$ cat src/rtl/wdt_pkg.sv
package wdt_pkg;

    // Bit positions firmware decodes
    localparam int CAUSE_BIT = 6;
    localparam int OSC_BIT   = 0;

    typedef enum logic [1:0] {
        RSEL_NONE,
        RSEL_STAT,
        RSEL_CFG
    } rd_sel_e;

    typedef struct packed {
        logic svc;
        logic stat;
        logic cfg;
    } wr_dec_t;

endpackage

$ cat src/rtl/wdt_bus_dec.sv
module wdt_bus_dec
    import wdt_pkg::*;
#(
    parameter int AW = 8,
    parameter logic [AW-1:0] SVC_ADDR  = AW'(8'h26),
    parameter logic [AW-1:0] STAT_ADDR = AW'(8'h30),
    parameter logic [AW-1:0] CFG_ADDR  = AW'(8'h31)
) (
    input  logic [AW-1:0] addr_i,
    input  logic          wr_i,
    output wr_dec_t       wr_o,
    output rd_sel_e       rsel_o
);

    wr_dec_t wr_d;
    rd_sel_e rsel_d;

    always_comb begin
        wr_d.svc  = wr_i && (addr_i == SVC_ADDR);
        wr_d.stat = wr_i && (addr_i == STAT_ADDR);
        wr_d.cfg  = wr_i && (addr_i == CFG_ADDR);
        if (addr_i == STAT_ADDR)     rsel_d = RSEL_STAT;
        else if (addr_i == CFG_ADDR) rsel_d = RSEL_CFG;
        else                         rsel_d = RSEL_NONE;
    end

    assign wr_o   = wr_d;
    assign rsel_o = rsel_d;

endmodule

$ cat src/rtl/wdt_counter.sv
module wdt_counter #(
    parameter int TIMEOUT = 60600,
    localparam int CW = (TIMEOUT < 2) ? 1 : $clog2(TIMEOUT)
) (
    input  logic          clk,
    input  logic          rst_n,
    input  logic          clear_i,
    input  logic          hold_i,
    output logic          expire_o,
    output logic [CW-1:0] cnt_o
);

    typedef struct packed {
        logic [CW-1:0] cnt;
    } cnt_state_t;

    cnt_state_t st_d, st_q;
    logic at_top;

    always_comb begin
        st_d     = st_q;
        at_top   = (st_q.cnt == CW'(TIMEOUT - 1));
        expire_o = 1'b0;
        if (hold_i || clear_i) begin
            st_d.cnt = '0;
        end else if (at_top) begin
            st_d.cnt = '0;
            expire_o = 1'b1;
        end else begin
            st_d.cnt = st_q.cnt + 1'b1;
        end
    end

    always_ff @(posedge clk or negedge rst_n) begin
        if (!rst_n) st_q <= '0;
        else        st_q <= st_d;
    end

    assign cnt_o = st_q.cnt;

    assert_clear_zero_R1: assert property (@(posedge clk) disable iff (!rst_n)
        $past(clear_i) |-> (st_q.cnt == '0));

    assert_cnt_bound_R2: assert property (@(posedge clk) disable iff (!rst_n)
        st_q.cnt <= CW'(TIMEOUT - 1));

endmodule

$ cat src/rtl/wdt_pulse.sv
module wdt_pulse #(
    parameter int PULSE = 18000,
    localparam int PW = $clog2(PULSE + 1)
) (
    input  logic clk,
    input  logic rst_n,
    input  logic expire_i,
    output logic active_o
);

    typedef struct packed {
        logic          active;
        logic [PW-1:0] left;
    } pulse_state_t;

    pulse_state_t st_d, st_q;

    always_comb begin
        st_d = st_q;
        if (st_q.active) begin
            if (st_q.left == '0) st_d.active = 1'b0;
            else                 st_d.left   = st_q.left - 1'b1;
        end else if (expire_i) begin
            st_d.active = 1'b1;
            st_d.left   = PW'(PULSE - 1);
        end
    end

    always_ff @(posedge clk or negedge rst_n) begin
        if (!rst_n) st_q <= '0;
        else        st_q <= st_d;
    end

    assign active_o = st_q.active;

    assert_pulse_from_expire_R3: assert property (@(posedge clk) disable iff (!rst_n)
        $rose(st_q.active) |-> $past(expire_i));

    assert_left_bound_R3: assert property (@(posedge clk) disable iff (!rst_n)
        st_q.left <= PW'(PULSE - 1));

endmodule

$ cat src/rtl/wdt_regs.sv
module wdt_regs
    import wdt_pkg::*;
#(
    parameter int DW = 8
) (
    input  logic          clk,
    input  logic          rst_n,
    input  wr_dec_t       wr_i,
    input  rd_sel_e       rsel_i,
    input  logic [DW-1:0] wdata_i,
    input  logic          expire_i,
    input  logic          suspend_i,
    output logic [DW-1:0] rdata_o,
    output logic          osc_en_o
);

    typedef struct packed {
        logic cause;
        logic osc_cfg;
        logic osc_act;
    } reg_state_t;

    reg_state_t st_d, st_q;

    always_comb begin
        st_d = st_q;
        if (wr_i.stat && !wdata_i[CAUSE_BIT]) st_d.cause = 1'b0;
        if (expire_i)                         st_d.cause = 1'b1;

        if (wr_i.cfg) begin
            st_d.osc_cfg = wdata_i[OSC_BIT];
            st_d.osc_act = wdata_i[OSC_BIT];
        end
        if (expire_i) st_d.osc_cfg = 1'b0;
        if (suspend_i && !wr_i.cfg) st_d.osc_act = st_q.osc_cfg;

        rdata_o = '0;
        case (rsel_i)
            RSEL_STAT: rdata_o[CAUSE_BIT] = st_q.cause;
            RSEL_CFG:  rdata_o[OSC_BIT]   = st_q.osc_cfg;
            default:   rdata_o = '0;
        endcase
    end

    always_ff @(posedge clk or negedge rst_n) begin
        if (!rst_n) st_q <= '0;
        else        st_q <= st_d;
    end

    assign osc_en_o = st_q.osc_act;

    assert_cause_set_R4: assert property (@(posedge clk) disable iff (!rst_n)
        $past(expire_i) |-> st_q.cause);

    assert_cause_clear_R5: assert property (@(posedge clk) disable iff (!rst_n)
        $fell(st_q.cause) |-> $past(wr_i.stat && !wdata_i[CAUSE_BIT]));

    assert_osc_change_R7: assert property (@(posedge clk) disable iff (!rst_n)
        !$stable(st_q.osc_act) |-> $past(suspend_i || wr_i.cfg));

    assert_cfg_cleared_R6: assert property (@(posedge clk) disable iff (!rst_n)
        $past(expire_i) |-> !st_q.osc_cfg);

endmodule

$ cat src/rtl/wdt_reset_gen.sv
module wdt_reset_gen
    import wdt_pkg::*;
#(
    parameter int AW      = 8,
    parameter int DW      = 8,
    parameter int TIMEOUT = 60600,
    parameter int PULSE   = 18000,
    parameter logic [AW-1:0] SVC_ADDR  = AW'(8'h26),
    parameter logic [AW-1:0] STAT_ADDR = AW'(8'h30),
    parameter logic [AW-1:0] CFG_ADDR  = AW'(8'h31),
    localparam int CW = (TIMEOUT < 2) ? 1 : $clog2(TIMEOUT)
) (
    input  logic          clk,
    input  logic          rst_n,
    input  logic [AW-1:0] bus_addr,
    input  logic          bus_wr,
    input  logic [DW-1:0] bus_wdata,
    output logic [DW-1:0] bus_rdata,
    input  logic          suspend_enter,
    output logic          wdt_rst_req,
    output logic          osc_en
);

    wr_dec_t       wr_dec;
    rd_sel_e       rsel;
    logic          expire;
    logic          pulse_on;
    logic [CW-1:0] cnt;

    wdt_bus_dec #(
        .AW(AW), .SVC_ADDR(SVC_ADDR), .STAT_ADDR(STAT_ADDR), .CFG_ADDR(CFG_ADDR)
    ) u_dec (
        .addr_i(bus_addr), .wr_i(bus_wr), .wr_o(wr_dec), .rsel_o(rsel)
    );

    wdt_counter #(.TIMEOUT(TIMEOUT)) u_cnt (
        .clk(clk), .rst_n(rst_n), .clear_i(wr_dec.svc), .hold_i(pulse_on),
        .expire_o(expire), .cnt_o(cnt)
    );

    wdt_pulse #(.PULSE(PULSE)) u_pulse (
        .clk(clk), .rst_n(rst_n), .expire_i(expire), .active_o(pulse_on)
    );

    wdt_regs #(.DW(DW)) u_regs (
        .clk(clk), .rst_n(rst_n), .wr_i(wr_dec), .rsel_i(rsel),
        .wdata_i(bus_wdata), .expire_i(expire), .suspend_i(suspend_enter),
        .rdata_o(bus_rdata), .osc_en_o(osc_en)
    );

    assign wdt_rst_req = pulse_on;

    assert_hold_zero_R9: assert property (@(posedge clk) disable iff (!rst_n)
        wdt_rst_req |-> (cnt == '0));

    assert_rise_at_top_R2: assert property (@(posedge clk) disable iff (!rst_n)
        $rose(wdt_rst_req) |-> $past(cnt == CW'(TIMEOUT - 1)));

endmodule

$ cat config.mk
export PLATFORM = sky130hd
export DESIGN_NAME = wdt_reset_gen
export DESIGN_NICKNAME = d
export VERILOG_FILES = /design/src/rtl/wdt_pkg.sv /design/src/rtl/wdt_bus_dec.sv /design/src/rtl/wdt_counter.sv /design/src/rtl/wdt_pulse.sv /design/src/rtl/wdt_regs.sv /design/src/rtl/wdt_reset_gen.sv
export SDC_FILE = /design/constraint.sdc
export NUM_CORES = 1
export LEC_CHECK = 0
export ABC_AREA = 1
export ABC_CLOCK_PERIOD_IN_PS = 1500
export BUFFER_PORTS_ARGS = -buffer_cell sky130_fd_sc_hd__buf_2
export CAP_MARGIN = 30
export CELL_PAD_IN_SITES_DETAIL_PLACEMENT = 1
export CELL_PAD_IN_SITES_GLOBAL_PLACEMENT = 2
export CORE_MARGIN = 2
export CORE_UTILIZATION = 30
export CTS_BUF_LIST = sky130_fd_sc_hd__clkbuf_8
export CTS_CLUSTER_DIAMETER = 200
export DETAILED_ROUTE_END_ITERATION = 6
export GPL_TIMING_DRIVEN = 0
export PLACE_DENSITY_LB_ADDON = 0.1
export SLEW_MARGIN = 20
export SYNTH_ARGS = -nofsm -noshare
export SYNTH_HDL_FRONTEND = slang
export SYNTH_SLANG_ARGS = --single-unit
$ cat constraint.sdc
create_clock -name clk -period 1.5 [get_ports clk]
set_input_delay 0.45 -clock clk [delete_from_list [all_inputs] [get_ports clk]]
set_output_delay 0.45 -clock clk [all_outputs]
set_load 0.05 [all_outputs]
==> flow_summary_export.csv <==
group,metric,value,unit
global_route,antenna_found_initial,0,
power_and_ir_drop,p_per_area,584,nW/um2
route,vias,2131,
sta,finalHoldViolCount,0,
job,drv_cap,0,
sta,fmax,599,MHz
sta,rsz0062_at_grt,"yes",
cts,cts_tree,"built",
global_route,grt_pass1_wl,10000,um
cts,clockBufferDepth,2,
global_route,grt_max_degree,36,
outcome,outcome,"finished, violations left",
logic_synthesis,synth.area.mux_share,0,
route,ant_nets,0,
cts,cts_hold_buffers,0,
global_route,grt_use_total,0.151,
cts,clkSlewWorstSetupHoldPaths,70,ps
global_route,grt_remaining_overflow,0,
cts,clock-root-buffer,"clkbuf_8",
route,drc,0,
worst_setup_path,path_buf_inv,3,
worst_setup_path,critPathLaunch,"bus_addr[0]",
worst_setup_path,slowest_stage,"nand4_1",
logic_synthesis,synth_edf_count,0,
sta,worst_pin_slew,857,ps
worst_setup_path,cp_max_fo,2,
sta,min_period,1670,ps
logic_synthesis,synth_flop_cell,"dfrtp_1",
sta,setup_ws,-169,ps
sta,slew_viol_final,0,
placement,dp_hpwl,4360,um
worst_setup_path,critPathKind,"in2out",
worst_setup_path,start_kind,"primary input",
floorplan,die_w,91.2,um
logic_synthesis,syn_area_per_cell,7.07,um2
worst_setup_path,cpPeakStageDelay,170,ps
layout,most-common-layout-cells,"nand2_1 (77), nor2_1 (46), inv_1 (33)",
floorplan,die-area,8320,um2
route,drtIter0Drc,58,
sta,period_share,1.11,
floorplan,start_util,0.313,
worst_setup_path,cpLargestDelayFamily,"simple AND/OR/NAND/NOR gates",
placement,numPortBuffers,17,
logic_synthesis,synthAdderAreaFrac,0.0110,
logic_synthesis,synth-compound-area-share,0.0340,
layout,post-route-util,0.407,
floorplan,rows,31,
worst_setup_path,regToRegStartpoint,"u_cnt.cnt_o[0]",
power_and_ir_drop,p_leak,0.00135,uW
logic_synthesis,synth_xor_area_frac,0.0154,
placement,gp_congestion,0.792,
logic_synthesis,syn_area,2280,um2
logic_synthesis,synth_top_family_by_area,"simple AND/OR/NAND/NOR gates",
worst_setup_path,end_kind,"primary output",
layout,diodes,0,
worst_setup_path,cp_data_arrival_time,1220,ps
cts,cts_sinks,35,
layout,fin_nets,390,
layout,syn2layout_area_growth,30.2,%
layout,mostFrequentLayoutCell,"nand2_1",
sta,setup_viol,2,
logic_synthesis,yosys.area.top_type_share,0.384,
sta,skew,8.01,ps
floorplan,core_area,7290,um2
logic_synthesis,ys_ff_latch,35,
route,drtPass1Iterations,4,
cts,cts-htree-levels,2,
logic_synthesis,yosysWarnings,0,
outcome,violations,"setup timing",
route,routed_wirelength,5990,um
worst_hold_path,hold_path_class,"in2async",
layout,layout-drive-gt1-share,0.308,
power_and_ir_drop,finalPower,1730,uW
logic_synthesis,synth.distinct_cells,34,
route,avgViaCountPerCell,4.57,
cts,clkLatencyLatePin,280,ps
cts,numCtsBuffers,5,
route,wl_per_cell,12.8,um
logic_synthesis,syn_inst,323,
logic_synthesis,synth_top_cell_by_area,"dfrtp_1",
power_and_ir_drop,peakVddDrop,374,uV
logic_synthesis,yosys.area_share.simple,0.453,
sta,max-slew-margin-rel,0.429,
floorplan,die_h,91.2,um
worst_setup_path,path_cells,"buf_8 -> inv_12 -> nand2_4 -> nor2_4 -> nand4_1 -> nor2_4 -> buf_8",
global_route,first_global_vias,2135,
logic_synthesis,synth-seq-area-share,0.384,
logic_synthesis,ys_top_cells_by_area,"dfrtp_1 (38%), nand2_1 (14%), nor2_1 (10%)",
floorplan,num_io_pins,30,
worst_setup_path,crit_required,1050,ps
logic_synthesis,async_flop_share,1.00,
==> cells by family after synthesis <==
logic type | count (synthesis)
AND/OR/NAND/NOR | 216
buffers and inverters | 51
flip-flops | 35
AO/OA/AOI/OAI | 14
XOR/XNOR | 4
adder cells (fa/ha/maj) | 2
other | 1
==> registers in the layout (all words and copies together), names as in the netlist <==
register and flops:
u_pulse.st_q 15, u_regs.osc_en_o 1, u_cnt.cnt_o 16, u_pulse.active_o 1, u_regs.st_q 2
==> worst paths after layout <==
path,endpoint,depth (start not counted),slack [ps]
min in group clk,u_regs.osc_en_o,4,430
max reg2reg,u_cnt.cnt_o[10],7,60
min,u_cnt.cnt_o[4],1,280
min reg2reg,u_pulse.st_q[14],2,480
max,bus_rdata[6],7,-170
max in group asynchronous,u_pulse.st_q[8],1,620
==> through the flow <==
stage          cell area [um2]  setup TNS [ps]  cells  hold slack, ps  setup slack (ps)
6_report                  2970            -253    466             277              -169
5_1_grt                   2970            -472    466             328              -224
4_1_cts                   2750            -225    459             300              -156
3_5_place_dp              2550           -3030    444             449              -344
3_3_place_gp              2550           -2740    444             443              -347
2_1_floorplan             2340           -85.7    328             154             -44.9
==> timing repair <==
action                                  4_1_cts  5_1_grt
gates resized for setup                      17       47
pin swaps                                    11       16
cloned                                        2        0
endpoints found under the hold margin         0        0
buffers inserted                              7        7
endpoints found under the setup margin       19       31
==> area by class of cell <==
cell class	count	area [um2]
plain buffers	9	76.3
clock buffers	5	68.8
clock inverters	1	7.51
fillers	936	4320
inverters	42	175
multi-input cells	244	1390
flip-flops and latches	35	883
well taps	99	124
repair buffers	31	243
==> report_power, final <==
group	switching (uW)	internal, uW	leakage (uW)
combinational	92.3	46.9	0.000882
clock	340	308	0.0000361
sequential	1.14	946	0.000433
==> Yosys cell counts, types with 2 or more instances <==
library cell  instances
a21oi_1               3
and3_1                2
buf_4                 6
buf_6                 2
dfrtp_1              35
ha_1                  2
inv_1                39
inv_2                 3
nand2_1              83
nand2_2               3
nand2_4               4
nand3_1              24
nand3_2               2
nand3b_1              2
nand4_1               8
nor2_1               63
nor2_2                4
nor2_4                4
nor3_1                7
nor3_2                2
nor3b_1               3
o21ai_0               8
xor2_1                3
==> routing by layer <==
layer | vias to the layer above | track usage | routed length (um)
li1 | 1091 | - | -
met1 | 1003 | 0.208 | 3070
met2 | 33 | 0.238 | 2670
met3 | 4 | 0.0315 | 196
met4 | 0 | 0.0467 | 52
met5 | - | 0 | 0
(Power assumes the default switching activity.)
